## config.mk

```make
export PLATFORM = sky130hd
export DESIGN_NAME = trap_entry_seq
export DESIGN_NICKNAME = d
export VERILOG_FILES = /design/src/rtl/trap_entry_pkg.sv /design/src/rtl/trap_route.sv /design/src/rtl/trap_status.sv /design/src/rtl/trap_state_regs.sv /design/src/rtl/trap_entry_seq.sv
export SDC_FILE = /design/constraint.sdc
export NUM_CORES = 1
export LEC_CHECK = 0
export ABC_AREA = 0
export BUFFER_PORTS_ARGS = -buffer_cell sky130_fd_sc_hd__buf_2
export CAP_MARGIN = 20
export CORE_AREA = 3 3 220 222
export DETAILED_ROUTE_END_ITERATION = 16
export DIE_AREA = 0 0 223 225
export GPL_TIMING_DRIVEN = 0
export SLEW_MARGIN = 5
export SYNTH_ARGS = -nofsm -noshare
export SYNTH_HDL_FRONTEND = slang
export SYNTH_HIERARCHICAL = 1
export SYNTH_SLANG_ARGS = --single-unit
```

## constraint.sdc

```tcl
create_clock -name clk -period 4.1 [get_ports clk]
set_input_delay 1.025 -clock clk [delete_from_list [all_inputs] [get_ports clk]]
set_output_delay 1.025 -clock clk [all_outputs]
set_load 0.005 [all_outputs]
```

## src/rtl/trap_entry_pkg.sv

```systemverilog
package trap_entry_pkg;
  localparam logic [1:0] PRIV_U = 2'd0;
  localparam logic [1:0] PRIV_S = 2'd1;
  localparam logic [1:0] PRIV_M = 2'd3;

  localparam int ST_SIE    = 1;
  localparam int ST_MIE    = 3;
  localparam int ST_SPIE   = 5;
  localparam int ST_MPIE   = 7;
  localparam int ST_SPP    = 8;
  localparam int ST_MPP_LO = 11;
  localparam int ST_MPP_HI = 12;

  typedef enum logic [1:0] {
    DEST_SUP      = 2'd0,
    DEST_MACH     = 2'd1,
    DEST_MACH_DBG = 2'd2,
    DEST_DEBUG    = 2'd3
  } dest_e;
endpackage

```

## src/rtl/trap_route.sv

```systemverilog
module trap_route
  import trap_entry_pkg::*;
#(
  parameter int XLEN       = 32,
  parameter int BKPT_CAUSE = 3
) (
  input  logic [XLEN-1:0] cause_i,
  input  logic [1:0]      cur_priv_i,
  input  logic [XLEN-1:0] edeleg_i,
  input  logic [XLEN-1:0] ideleg_i,
  input  logic            dbg_active_i,
  input  logic            dbg_attached_i,
  output dest_e           dest_o
);
  localparam int              IW     = $clog2(XLEN);
  localparam logic [XLEN-1:0] LIM    = XLEN'(XLEN);
  localparam logic [XLEN-1:0] BKPT_W = XLEN'(BKPT_CAUSE);

  logic            is_intr;
  logic [XLEN-1:0] idx;
  logic [XLEN-1:0] mask;
  logic            in_range;
  logic            deleg_bit;
  logic            low_priv;
  logic            bkpt;

  always_comb begin
    is_intr   = cause_i[XLEN-1];
    idx       = {1'b0, cause_i[XLEN-2:0]};
    mask      = is_intr ? ideleg_i : edeleg_i;
    in_range  = idx < LIM;
    deleg_bit = in_range && mask[idx[IW-1:0]];
    low_priv  = (cur_priv_i == PRIV_U) || (cur_priv_i == PRIV_S);
    bkpt      = !is_intr && (idx == BKPT_W) && dbg_attached_i;
    if (bkpt)                       dest_o = DEST_DEBUG;
    else if (low_priv && deleg_bit) dest_o = DEST_SUP;
    else if (dbg_active_i)          dest_o = DEST_MACH_DBG;
    else                            dest_o = DEST_MACH;
  end
endmodule

```

## src/rtl/trap_status.sv

```systemverilog
module trap_status
  import trap_entry_pkg::*;
#(
  parameter int XLEN = 32
) (
  input  dest_e           dest_i,
  input  logic [1:0]      cur_priv_i,
  input  logic [XLEN-1:0] status_i,
  output logic [XLEN-1:0] status_o,
  output logic [1:0]      priv_o
);
  logic prev_ie;

  always_comb begin
    prev_ie  = status_i[cur_priv_i];
    status_o = status_i;
    priv_o   = PRIV_M;
    unique case (dest_i)
      DEST_SUP: begin
        status_o[ST_SPIE] = prev_ie;
        status_o[ST_SPP]  = cur_priv_i[0];
        status_o[ST_SIE]  = 1'b0;
        priv_o            = PRIV_S;
      end
      DEST_MACH, DEST_MACH_DBG: begin
        status_o[ST_MPIE]             = prev_ie;
        status_o[ST_MPP_HI:ST_MPP_LO] = cur_priv_i;
        status_o[ST_MIE]              = 1'b0;
        priv_o                        = PRIV_M;
      end
      default: begin
        status_o = status_i;
        priv_o   = PRIV_M;
      end
    endcase
  end
endmodule

```

## src/rtl/trap_state_regs.sv

```systemverilog
module trap_state_regs
  import trap_entry_pkg::*;
#(
  parameter int XLEN        = 32,
  parameter int DCAUSE_W    = 3,
  parameter int DCAUSE_SWBP = 1,
  parameter int DBG_ROM     = 'h800,
  parameter int DBG_EXC     = 'h808
) (
  input  logic                clk,
  input  logic                rst,
  input  logic                fire_i,
  input  dest_e               dest_i,
  input  logic [XLEN-1:0]     cause_i,
  input  logic [XLEN-1:0]     epc_i,
  input  logic [XLEN-1:0]     addr_i,
  input  logic                addr_valid_i,
  input  logic [XLEN-1:0]     stvec_i,
  input  logic [XLEN-1:0]     mtvec_i,
  input  logic [1:0]          cur_priv_i,
  input  logic [XLEN-1:0]     status_nxt_i,
  input  logic [1:0]          priv_nxt_i,
  output logic                redirect_o,
  output logic [XLEN-1:0]     next_pc_o,
  output logic [1:0]          priv_o,
  output logic [XLEN-1:0]     status_o,
  output logic [XLEN-1:0]     sepc_o,
  output logic [XLEN-1:0]     scause_o,
  output logic [XLEN-1:0]     sbadaddr_o,
  output logic [XLEN-1:0]     mepc_o,
  output logic [XLEN-1:0]     mcause_o,
  output logic [XLEN-1:0]     mbadaddr_o,
  output logic [XLEN-1:0]     dpc_o,
  output logic [DCAUSE_W-1:0] dbg_cause_o,
  output logic [1:0]          dbg_prv_o,
  output logic                tlb_flush_o,
  output logic                resv_release_o
);
  localparam logic [XLEN-1:0]     ROM_W  = XLEN'(DBG_ROM);
  localparam logic [XLEN-1:0]     EXC_W  = XLEN'(DBG_EXC);
  localparam logic [DCAUSE_W-1:0] SWBP_W = DCAUSE_W'(DCAUSE_SWBP);

  logic to_sup, to_mach, to_mdbg, to_dbg;
  logic [XLEN-1:0] tgt_pc;

  always_comb begin
    to_sup  = fire_i && (dest_i == DEST_SUP);
    to_mach = fire_i && (dest_i == DEST_MACH);
    to_mdbg = fire_i && (dest_i == DEST_MACH_DBG);
    to_dbg  = fire_i && (dest_i == DEST_DEBUG);
    unique case (dest_i)
      DEST_SUP:      tgt_pc = stvec_i;
      DEST_MACH:     tgt_pc = mtvec_i;
      DEST_MACH_DBG: tgt_pc = EXC_W;
      default:       tgt_pc = ROM_W;
    endcase
  end

  always_ff @(posedge clk) begin
    if (rst) begin
      redirect_o     <= 1'b0;
      tlb_flush_o    <= 1'b0;
      resv_release_o <= 1'b0;
      next_pc_o      <= '0;
      priv_o         <= PRIV_M;
      status_o       <= '0;
      sepc_o         <= '0;
      scause_o       <= '0;
      sbadaddr_o     <= '0;
      mepc_o         <= '0;
      mcause_o       <= '0;
      mbadaddr_o     <= '0;
      dpc_o          <= '0;
      dbg_cause_o    <= '0;
      dbg_prv_o      <= '0;
    end else begin
      redirect_o     <= fire_i;
      resv_release_o <= fire_i;
      tlb_flush_o    <= fire_i && (priv_nxt_i != cur_priv_i);
      if (fire_i) begin
        next_pc_o <= tgt_pc;
        priv_o    <= priv_nxt_i;
        status_o  <= status_nxt_i;
      end
      if (to_sup) begin
        sepc_o   <= epc_i;
        scause_o <= cause_i;
        if (addr_valid_i) sbadaddr_o <= addr_i;
      end
      if (to_mach || to_mdbg) begin
        mcause_o <= cause_i;
        if (addr_valid_i) mbadaddr_o <= addr_i;
      end
      if (to_mach) mepc_o <= epc_i;
      if (to_mdbg || to_dbg) dpc_o <= epc_i;
      if (to_dbg) begin
        dbg_cause_o <= SWBP_W;
        dbg_prv_o   <= cur_priv_i;
      end
    end
  end
endmodule

```

## src/rtl/trap_entry_seq.sv

```systemverilog
module trap_entry_seq
  import trap_entry_pkg::*;
#(
  parameter int XLEN        = 32,
  parameter int DCAUSE_W    = 3,
  parameter int DCAUSE_SWBP = 1,
  parameter int BKPT_CAUSE  = 3,
  parameter int DBG_ROM     = 'h800,
  parameter int DBG_EXC     = 'h808
) (
  input  logic                clk,
  input  logic                rst,
  input  logic                trap_valid_i,
  input  logic [XLEN-1:0]     trap_cause_i,
  input  logic [XLEN-1:0]     trap_epc_i,
  input  logic [XLEN-1:0]     trap_addr_i,
  input  logic                trap_addr_valid_i,
  input  logic                dbg_attached_i,
  input  logic [1:0]          cur_priv_i,
  input  logic [XLEN-1:0]     status_i,
  input  logic [XLEN-1:0]     edeleg_i,
  input  logic [XLEN-1:0]     ideleg_i,
  input  logic [XLEN-1:0]     stvec_i,
  input  logic [XLEN-1:0]     mtvec_i,
  input  logic [DCAUSE_W-1:0] dbg_cause_i,
  output logic                redirect_o,
  output logic [XLEN-1:0]     next_pc_o,
  output logic [1:0]          priv_o,
  output logic [XLEN-1:0]     status_o,
  output logic [XLEN-1:0]     sepc_o,
  output logic [XLEN-1:0]     scause_o,
  output logic [XLEN-1:0]     sbadaddr_o,
  output logic [XLEN-1:0]     mepc_o,
  output logic [XLEN-1:0]     mcause_o,
  output logic [XLEN-1:0]     mbadaddr_o,
  output logic [XLEN-1:0]     dpc_o,
  output logic [DCAUSE_W-1:0] dbg_cause_o,
  output logic [1:0]          dbg_prv_o,
  output logic                tlb_flush_o,
  output logic                resv_release_o
);
  dest_e           dest;
  logic [XLEN-1:0] status_nxt;
  logic [1:0]      priv_nxt;

  trap_route #(.XLEN(XLEN), .BKPT_CAUSE(BKPT_CAUSE)) u_route (
    .cause_i       (trap_cause_i),
    .cur_priv_i    (cur_priv_i),
    .edeleg_i      (edeleg_i),
    .ideleg_i      (ideleg_i),
    .dbg_active_i  (|dbg_cause_i),
    .dbg_attached_i(dbg_attached_i),
    .dest_o        (dest)
  );

  trap_status #(.XLEN(XLEN)) u_status (
    .dest_i    (dest),
    .cur_priv_i(cur_priv_i),
    .status_i  (status_i),
    .status_o  (status_nxt),
    .priv_o    (priv_nxt)
  );

  trap_state_regs #(
    .XLEN(XLEN), .DCAUSE_W(DCAUSE_W), .DCAUSE_SWBP(DCAUSE_SWBP),
    .DBG_ROM(DBG_ROM), .DBG_EXC(DBG_EXC)
  ) u_regs (
    .clk           (clk),
    .rst           (rst),
    .fire_i        (trap_valid_i),
    .dest_i        (dest),
    .cause_i       (trap_cause_i),
    .epc_i         (trap_epc_i),
    .addr_i        (trap_addr_i),
    .addr_valid_i  (trap_addr_valid_i),
    .stvec_i       (stvec_i),
    .mtvec_i       (mtvec_i),
    .cur_priv_i    (cur_priv_i),
    .status_nxt_i  (status_nxt),
    .priv_nxt_i    (priv_nxt),
    .redirect_o    (redirect_o),
    .next_pc_o     (next_pc_o),
    .priv_o        (priv_o),
    .status_o      (status_o),
    .sepc_o        (sepc_o),
    .scause_o      (scause_o),
    .sbadaddr_o    (sbadaddr_o),
    .mepc_o        (mepc_o),
    .mcause_o      (mcause_o),
    .mbadaddr_o    (mbadaddr_o),
    .dpc_o         (dpc_o),
    .dbg_cause_o   (dbg_cause_o),
    .dbg_prv_o     (dbg_prv_o),
    .tlb_flush_o   (tlb_flush_o),
    .resv_release_o(resv_release_o)
  );
endmodule

```

==> reports/metrics.yaml <==
run_status:
  outcome: "completed"
setup_path:
  r2r_cells: 3
  worstPathArrival_ps: 4400
  critPathMaxStageDelay_ps: 490
  crit_fanout: 10
  endpoint: "u_regs/mepc_o[16]"
  crit_start: "trap_cause_i[0]"
  path_buf_inv: 6
  path_class: "in2reg"
  critPathTopFamily: "buffers and inverters"
  reg2reg_to: "u_regs/next_pc_o[15]"
  cp.required_ps: 4550
  cp_common_cell: "buf_2"
  worst-r2r-setup-slack_ps: 3270
  cp.depth: 14
  startpoint_type: "input port"
  endpoint_kind: "flop"
  crit_slowest_cell: "mux4_2"
  crit_chain: "buf_2, buf_6, mux4_2, mux2_4, a222oi_1, o211ai_1, o311ai_4, buf_4, buf_2, nand3b_1, buf_12, clkbuf_1, nand2_1, a21oi_1"
  worstReg2RegStart: "u_regs/next_pc_o[15]"
floorplan:
  core_area_sq_mm: 0.0466
  die_area_sq_mm: 0.0502
  rows: 79
  io_pins: 564
  initial_utilization_pct: 26.0
  die_h_um: 225
  die_x_um: 223
route:
  drc: 0
  vias_per_cell: 4.66
  dr.pass1.iters: 5
  totalWireLength_mm: 49.8
  first_iter_violations: 710
  ant_nets: 0
  wl_per_cell_um: 19.1
  dr_total_vias: 12200
synthesis:
  synth_compound_gate_area_share_pct: 10.8
  netlist_area_sq_mm: 0.0121
  ys_seq_area_share_pct: 48.7
  synth_cell_types: 49
  syn_inst: 1403
  syn_avg_cell_area_sq_um: 8.64
  yosys.area_share.simple_pct: 23.5
  ys_seq_elements: 295
  synth_fa_ha_area_share_pct: 0.207
  synth_xor_xnor_area_share_pct: 0.217
  synth_edf_count: 0
  ys_warn_count: 6
  synth_top_family_by_area: "simple AND/OR/NAND/NOR gates"
  muxShareOfSynthArea_pct: 10.7
  async_flop_share_pct: 0
  ys.flop_type: "dfxtp_1"
global_routing:
  antenna_found_initial: 2
  grt_pass1_vias: 12000
  grt_max_degree: 14
  grt_pass1_wl_mm: 72.4
  grt_usage_pct: 18.6
  grt_overflow: 0
power_and_ir_drop:
  p_clk_share_pct: 47.0
  pwr-share-comb_pct: 11.1
  p_sw_share_pct: 23.8
  power.internal_uw: 5490
  power_frac_seq_pct: 41.9
  switchingPower_uw: 1720
  pwr_density_cell_mw_per_mm2: 426
  ir_drop_mv: 0.316
  power.total_uw: 7210
  total_leakage_power_uw: 0.00785
layout:
  fillers: 4805
  final_common_cell: "buf_2"
  fin_cells: 2608
  final_cell_mix: "buf_2, nand2_1, dfxtp_1"
  drive_gt1_share_pct: 35.7
  postLayoutCellArea_sq_mm: 0.0169
  area_growth_pct: 39.7
  layout.nets: 2246
run:
  drv_cap: 0
timing:
  setup_viol: 0
  max_slew_margin_pct: 30.2
  post-route-period-util_pct: 96.5
  worst_pin_slew_ps: 1050
  max_freq_ghz: 0.253
  hold_viol: 0
  fin_worst_skew_ps: 0
  drv_slew: 0
  fin_crit_ps: 3960
  rsz0062_at_grt: "no"
clock_tree:
  cts_tree: "yes"
  clk_pin_slew_ps: 60
  cts_buffer_depth: 3
  cts_buffers: 35
  clockRootBuffer: "clkbuf_16"
  clock_latency_ps: 520
  cts_max_level: 2
  cts_sinks: 295
place:
  gp_congestion: 0.919
  placed_area_sq_mm: 0.0156
  io_buffers: 538
  hpwlAfterDp_mm: 39.7
  dp.cells: 2550
worst_hold_path:
  hp-class: "reg2reg"
registers in the layout, summed over array words and instances (netlist names):
name and cells:
u_regs/status_o 32, u_regs/sbadaddr_o 32, u_regs/scause_o 32, u_regs/resv_release_o 1
u_regs/dbg_prv_o 2, u_regs/priv_o 2, u_regs/dpc_o 32, u_regs/sepc_o 32
u_regs/mepc_o 32, u_regs/mbadaddr_o 32, u_regs/dbg_cause_o 1, u_regs/mcause_o 32
u_regs/next_pc_o 32, u_regs/tlb_flush_o 1
timing repair:
item,4_1_cts,5_1_grt
pin swaps,0,0
resized for setup,13,15
hold buffers,0,0
setup endpoints to repair,225,237
buffers inserted,1,0
logic make-up (layout without fill, tap and decap cells):
logic type,Yosys count,in the layout
compound gates,244,244
xor+xnor,3,3
fa+ha+maj,2,2
buf+inv,141,737
flops,295,295
mux,113,113
other cells,2,4
simple gates,603,603
Yosys cell counts, drive strengths merged (3+ instances only):
master / n / area, sq um
a21oi: 178 / 891
a22oi: 21 / 158
and2: 3 / 18.8
buf: 82 / 477
clkbuf: 54 / 203
dfxtp: 295 / 5910
inv: 5 / 18.8
mux2: 24 / 274
mux2i: 80 / 801
mux4: 9 / 221
nand2: 358 / 1340
nand2b: 96 / 601
nand3: 8 / 45.0
nand4: 4 / 25.0
nand4b: 32 / 280
nor2: 57 / 214
nor2b: 24 / 150
nor4: 7 / 43.8
o21ai: 32 / 160
o21bai: 3 / 22.5
worst reg2reg max path, cell delays in order (launching register included):
cell and delay, ps:
dfxtp_1 360, nor2b_1 150, a21oi_1 130, nor2_1 60
through the flow:
stage / hold WS (ps) / setup TNS (ps) / setup slack, ps / util, %
after floorplan: 435 / 0 / 360 / -
after global placement: 428 / -242100 / -1130 / 33.5
after detailed placement: 430 / -196200 / -1000 / 33.5
after CTS: 440 / 0 / 2.49 / 36.3
after global routing: 456 / 0 / 3.68 / 36.4
final: 436 / 0 / 144 / 36.4
routing by layer:
| layer | part of all wire [%] | vias to the layer above | track usage (%) | wire length (um) |
|---|---|---|---|---|
| met5 | 0 | - | 0 | 0 |
| met4 | 2.6 | 0 | 5.99 | 1280 |
| met3 | 7.3 | 72 | 4.08 | 3610 |
| met2 | 51 | 510 | 33.6 | 25200 |
| met1 | 40 | 5762 | 21.9 | 19700 |
| li1 | - | 5809 | - | - |
area by class of cell:
class	count	area (sq um)	area share [%]
clock inverters	9	198	1.17
repair buffers	540	2720	16.1
multi-input cells	968	5570	32.9
flip-flops and latches	295	5910	34.9
well taps	607	759	4.49
diodes	1	2.50	0.0148
plain buffers	133	693	4.09
inverters	5	18.8	0.111
clock buffers	50	1060	6.29
power by group through the flow:
stage	combinational (uW)	sequential, uW	clock, uW
finish	797	3030	3390
detailed placement	793	3090	0
floorplan	366	3090	0
CTS	798	3030	3490
global route	865	3040	3600
global placement	781	3080	0
worst min path at each step:
| stage | startpoint | end | slack, ps | cells after the start |
|---|---|---|---|---|
| 3_3_place_gp | u_regs/next_pc_o[18] | u_regs/next_pc_o[18] | 430 | 2 |
| 4_1_cts | u_regs/next_pc_o[19] | u_regs/next_pc_o[19] | 440 | 2 |
| 3_5_place_dp | u_regs/next_pc_o[19] | u_regs/next_pc_o[19] | 430 | 2 |
| 6_report | u_regs/next_pc_o[31] | u_regs/next_pc_o[31] | 440 | 2 |
| 5_1_grt | u_regs/next_pc_o[19] | u_regs/next_pc_o[19] | 460 | 2 |
| 2_1_floorplan | u_regs/next_pc_o[0] | u_regs/next_pc_o[0] | 430 | 2 |
Note: power is estimated with default switching activity, not from simulation.
